===== src/rtl/sscol_pkg.sv =====
package sscol_pkg;
  localparam int unsigned COARSE_W_DEF = 4;
  localparam int unsigned FINE_W_DEF   = 8;
  localparam int unsigned OVL_W_DEF    = 1;
  localparam int unsigned OUT_W_DEF    = COARSE_W_DEF + FINE_W_DEF;
endpackage


===== src/rtl/sscol_step_counter.sv =====
module sscol_step_counter #(
  parameter int unsigned W = 4
) (
  input  logic         clk,
  input  logic         rst_n,
  input  logic         clear_i,
  input  logic         en_i,
  input  logic         cmp_i,
  output logic [W-1:0] count_o,
  output logic         tripped_o
);
  localparam logic [W-1:0] FULL = {W{1'b1}};

  always_ff @(posedge clk) begin
    if (!rst_n) begin
      count_o   <= '0;
      tripped_o <= 1'b0;
    end else if (clear_i) begin
      count_o   <= '0;
      tripped_o <= 1'b0;
    end else if (en_i && !tripped_o) begin
      if (cmp_i)
        tripped_o <= 1'b1;
      else if (count_o != FULL)
        count_o <= count_o + 1'b1;
    end
  end
endmodule


===== src/rtl/sscol_seg_decoder.sv =====
module sscol_seg_decoder #(
  parameter int unsigned IN_W = 4,
  localparam int unsigned SEGS = 1 << IN_W
) (
  input  logic [IN_W-1:0] idx_i,
  output logic [SEGS-1:0] onehot_o
);
  for (genvar g = 0; g < SEGS; g++) begin : g_seg
    assign onehot_o[g] = (idx_i == IN_W'(g));
  end
endmodule


===== src/rtl/sscol_merge.sv =====
module sscol_merge #(
  parameter int unsigned COARSE_W = 4,
  parameter int unsigned FINE_W   = 8,
  parameter int unsigned OVL_W    = 1,
  localparam int unsigned FCNT_W  = FINE_W + OVL_W,
  localparam int unsigned OUT_W   = COARSE_W + FINE_W,
  localparam int unsigned SUM_W   = OUT_W + OVL_W + 1
) (
  input  logic [COARSE_W-1:0] coarse_i,
  input  logic [FCNT_W-1:0]   fine_i,
  output logic [OUT_W-1:0]    code_o
);
  localparam logic [SUM_W-1:0] HALF_STEP = SUM_W'(1) << (FINE_W - 1);
  localparam logic [SUM_W-1:0] TOP_CODE  = SUM_W'({OUT_W{1'b1}});

  logic [SUM_W-1:0] raw;
  logic [SUM_W-1:0] shifted;

  always_comb begin
    raw     = (SUM_W'(coarse_i) << FINE_W) + SUM_W'(fine_i);
    shifted = raw - HALF_STEP;
    if (raw < HALF_STEP)
      code_o = '0;
    else if (shifted > TOP_CODE)
      code_o = {OUT_W{1'b1}};
    else
      code_o = shifted[OUT_W-1:0];
  end
endmodule


===== src/rtl/sscol_two_step.sv =====
module sscol_two_step
  import sscol_pkg::*;
#(
  parameter int unsigned COARSE_W = COARSE_W_DEF,
  parameter int unsigned FINE_W   = FINE_W_DEF,
  parameter int unsigned OVL_W    = OVL_W_DEF,
  localparam int unsigned FCNT_W  = FINE_W + OVL_W,
  localparam int unsigned OUT_W   = COARSE_W + FINE_W,
  localparam int unsigned SEGS    = 1 << COARSE_W
) (
  input  logic             clk,
  input  logic             rst_n,
  input  logic             start_i,
  input  logic             coarse_en_i,
  input  logic             fine_en_i,
  input  logic             cmp_i,
  input  logic             code_ready_i,
  output logic             code_valid_o,
  output logic [OUT_W-1:0] code_o,
  output logic             done_o,
  output logic [SEGS-1:0]  seg_sel_o
);
  logic [COARSE_W-1:0] coarse_cnt;
  logic [FCNT_W-1:0]   fine_cnt;
  logic                coarse_hit;
  logic                fine_hit;
  logic                fine_en_q;
  logic                fine_end;
  logic [OUT_W-1:0]    merged;

  sscol_step_counter #(.W(COARSE_W)) coarse_ctr_i (
    .clk(clk), .rst_n(rst_n), .clear_i(start_i), .en_i(coarse_en_i),
    .cmp_i(cmp_i), .count_o(coarse_cnt), .tripped_o(coarse_hit)
  );

  sscol_step_counter #(.W(FCNT_W)) fine_ctr_i (
    .clk(clk), .rst_n(rst_n), .clear_i(start_i), .en_i(fine_en_i),
    .cmp_i(cmp_i), .count_o(fine_cnt), .tripped_o(fine_hit)
  );

  sscol_seg_decoder #(.IN_W(COARSE_W)) seg_dec_i (
    .idx_i(coarse_cnt), .onehot_o(seg_sel_o)
  );

  sscol_merge #(.COARSE_W(COARSE_W), .FINE_W(FINE_W), .OVL_W(OVL_W)) merge_i (
    .coarse_i(coarse_cnt), .fine_i(fine_cnt), .code_o(merged)
  );

  assign fine_end = fine_en_q && !fine_en_i;

  always_ff @(posedge clk) begin
    if (!rst_n) begin
      fine_en_q    <= 1'b0;
      code_valid_o <= 1'b0;
      code_o       <= '0;
      done_o       <= 1'b0;
    end else begin
      fine_en_q <= fine_en_i;
      done_o    <= 1'b0;
      if (start_i) begin
        code_valid_o <= 1'b0;
      end else if (fine_end) begin
        code_o       <= merged;
        code_valid_o <= 1'b1;
        done_o       <= 1'b1;
      end else if (code_valid_o && code_ready_i) begin
        code_valid_o <= 1'b0;
      end
    end
  end

  logic unused_hits;
  assign unused_hits = coarse_hit ^ fine_hit;
endmodule


===== config.mk =====
export PLATFORM = sky130hd
export DESIGN_NAME = sscol_two_step
export DESIGN_NICKNAME = d
export VERILOG_FILES = /design/src/rtl/sscol_pkg.sv /design/src/rtl/sscol_step_counter.sv /design/src/rtl/sscol_seg_decoder.sv /design/src/rtl/sscol_merge.sv /design/src/rtl/sscol_two_step.sv
export SDC_FILE = /design/constraint.sdc
export NUM_CORES = 1
export LEC_CHECK = 0
export ABC_AREA = 1
export ABC_CLOCK_PERIOD_IN_PS = 3450
export BUFFER_PORTS_ARGS = -buffer_cell sky130_fd_sc_hd__buf_2
export CAP_MARGIN = 20
export CORE_UTILIZATION = 55
export CTS_CLUSTER_DIAMETER = 50
export DETAILED_ROUTE_END_ITERATION = 12
export HOLD_SLACK_MARGIN = 0.12
export PLACE_DENSITY = 0.83
export SYNTH_ARGS = -nofsm -noshare
export SYNTH_HDL_FRONTEND = slang
export SYNTH_SLANG_ARGS = --single-unit

===== constraint.sdc =====
create_clock -name clk -period 3.45 [get_ports clk]
set_input_delay 0.5175 -clock clk [delete_from_list [all_inputs] [get_ports clk]]
set_output_delay 0.5175 -clock clk [all_outputs]
set_load 0.02 [all_outputs]

==> metrics <==
final setup fails 0; count of clock tree sinks 30; setup tns final 0 ns; Iteration-0 DRC Markers 47; DIE AREA approximately 3200 µm²; H-Tree Level Count 2; vias per cell between 5 and 6; CP required 2.93 ns; # IOs 37; worst min path class in -> reg; failing checks design-rule violations; clk root buf clkbuf_4; Post-Synthesis Cells 234; synthesized cell area 1660 µm²; hold_sp rst_n; Slew @ Worst Pin ~0.54 ns; grt total ovfl 0; setup slack after layout 1.39 ns; largest buffer count on any clock path 2; DRC viols 2; Clock Skew around 0.0045 ns; pre-CTS WS approximately 1.5 ns; final instance area about 1900 µm²; post-route ant nets 0; number of distinct library cells after synthesis 27; initial antenna violation count 0; commonest non-fill, non-tap cell in the layout nand2_1; PwrDens about 330 nW/µm²; Synth Warn # 0; CP Launch Type register; antenna cells 0; WL final around 3400 µm; HPWL Detailed 2610 µm; most frequent cells in the layout nand2_1, buf_2, nor2_1; Worst Path Max Fanout 10; Worst-path clk slew 0.09 ns; Hold Buf Count CTS 0; layout cell share with drive strength beyond 1 22.9%; RR Startpoint coarse_ctr_i.count_o[0]$_SDFFE_PP0P_; maxcap violations 0; peak supply drop between 0.2 and 0.3 mV; Avg Cell Area, Syn 7.08 µm²; Tot Pwr about 0.00062 W; Area Growth Syn to Fin 13.4%; first-pass GRT wire length about 5600 µm; Setup Fix Bufs, Post-CTS 0; fin crit share between 50% and 60%; vias in the first global route approximately 1.3k; status finished, violations left; Final Hold Vio Count 0; syn nets 250; Die Ht between 50 and 60 µm; Critical Path End Type output pin; CTS tree built; WP data arrival about 1.5 ns; Vias around 1.6k; core region area 2810 µm²; largest net degree at the start of global routing 16; CTS Buf Count 5; Tmin final 2.06 ns; RD Place Congestion just over 0.8; wire per inst 11.3 µm; RSZ-0062 raised after global routing no; Worst Setup SP coarse_ctr_i.count_o[1]$_SDFFE_PP0P_; chip width ~57 µm; worst skew pair latency 0.33 ns; sequential fraction of the synthesis area between 30% and 40%; leakage power 0.833 nW; first-pass detailed-route iteration total 8; Starting Density 59.1%; Net count, final approximately 290; Max Freq between 0.4 and 0.5 GHz; Final Max Slew Viols 0; Slew HR 64.2%; IO buf count 36; critical path class reg -> out; placed inst area approximately 1800 µm²; GRT Util Overall between 20% and 30%; num rows 19; Synth Register Bits 30; final hold slack roughly 0.39 ns; cts repair resizes 0
==> power by group <==
part           total (W)  internal, W  switching [W]
clock network   0.000219    0.0000985       0.000120
logic          0.0000478    0.0000152      0.0000325
registers       0.000354     0.000351     0.00000378
==> synth_stat cells <==
library cell  number  area share, %
nand2_1           52             12
nor2_1            31            7.0
dfxtp_1           30             36
inv_1             27            6.1
nand3_1           21            6.3
a21oi_1           19            5.7
ha_1               9            6.8
o21ai_0            8            2.4
nand2_2            6            2.3
a21oi_2            4            2.1
buf_6              4            2.7
nor2_4             3            2.0
nor3_1             3           0.91
inv_2              2           0.45
nand4_1            2           0.75
xor2_1             2            1.1
a21oi_4            1           0.98
a221oi_1           1           0.53
buf_1              1           0.23
buf_2              1           0.30
clkbuf_1           1           0.23
nand3_2            1           0.60
nor2_2             1           0.38
o21a_1             1           0.45
o21ai_2            1           0.53
o32ai_1            1           0.53
or3b_1             1           0.53
==> critical path: stages, from the launching register on <==
cell	delay, ns
dfxtp_1	0.56
ha_1	0.24
inv_1	0.08
nor2_1	0.14
buf_2	0.18
==> final timing paths <==
| check | cells past startpoint | endpoint | slack (ns) |
|---|---|---|---|
| max | 4 | seg_sel_o[7] | 1.39 |
| max reg2reg | 9 | code_o[0]$_SDFFE_PN0P_ | 1.46 |
| min reg2reg | 2 | code_o[3]$_SDFFE_PN0P_ | 0.47 |
| min | 3 | fine_en_q$_SDFF_PN0_ | 0.39 |
==> sequential cells by signal (all words and copies together), names as in the netlist <==
name	flops
done_o	1
fine_ctr_i.count_o	9
coarse_ctr_i.count_o	4
fine_ctr_i.tripped_o	1
coarse_ctr_i.tripped_o	1
code_valid_o	1
code_o	12
fine_en_q	1
==> cells by family (layout without fill, tap and decap cells) <==
logic type	count (synthesis)	in the layout	synth area share (%)
and+or+nand+nor	121	121	32.6
AOI/OAI and AO/OA	36	36	13.3
buffers and inverters	36	73	10.0
DFF	30	30	36.2
adders and majority gates	9	9	6.79
xor gates and xnor gates	2	2	1.06
==> per-stage QoR <==
step	instances	util, %
3_5_place_dp	294	64.9
6_report	302	67.0
3_3_place_gp	294	64.9
5_1_grt	302	67.0
4_1_cts	302	67.0
2_1_floorplan	234	-
==> cell type report <==
class	count	area, µm²
timing repair buffer	36	180
tap	31	38.8
clock buffer	7	55.1
sequential	30	601
multi-input combinational	168	891
clock inverter	1	5.00
inverter	29	109
fill	266	926
==> metal layers <==
layer | vias to the layer above | global-route usage (%) | part of all wire, %
li1 | 822 | - | -
met1 | 709 | 27.7 | 47
met2 | 23 | 36.6 | 48
met3 | 4 | 6.91 | 3.8
met4 | 0 | 6.27 | 0.91
met5 | - | 0 | 0
Note: power is estimated with default switching activity, not from simulation.
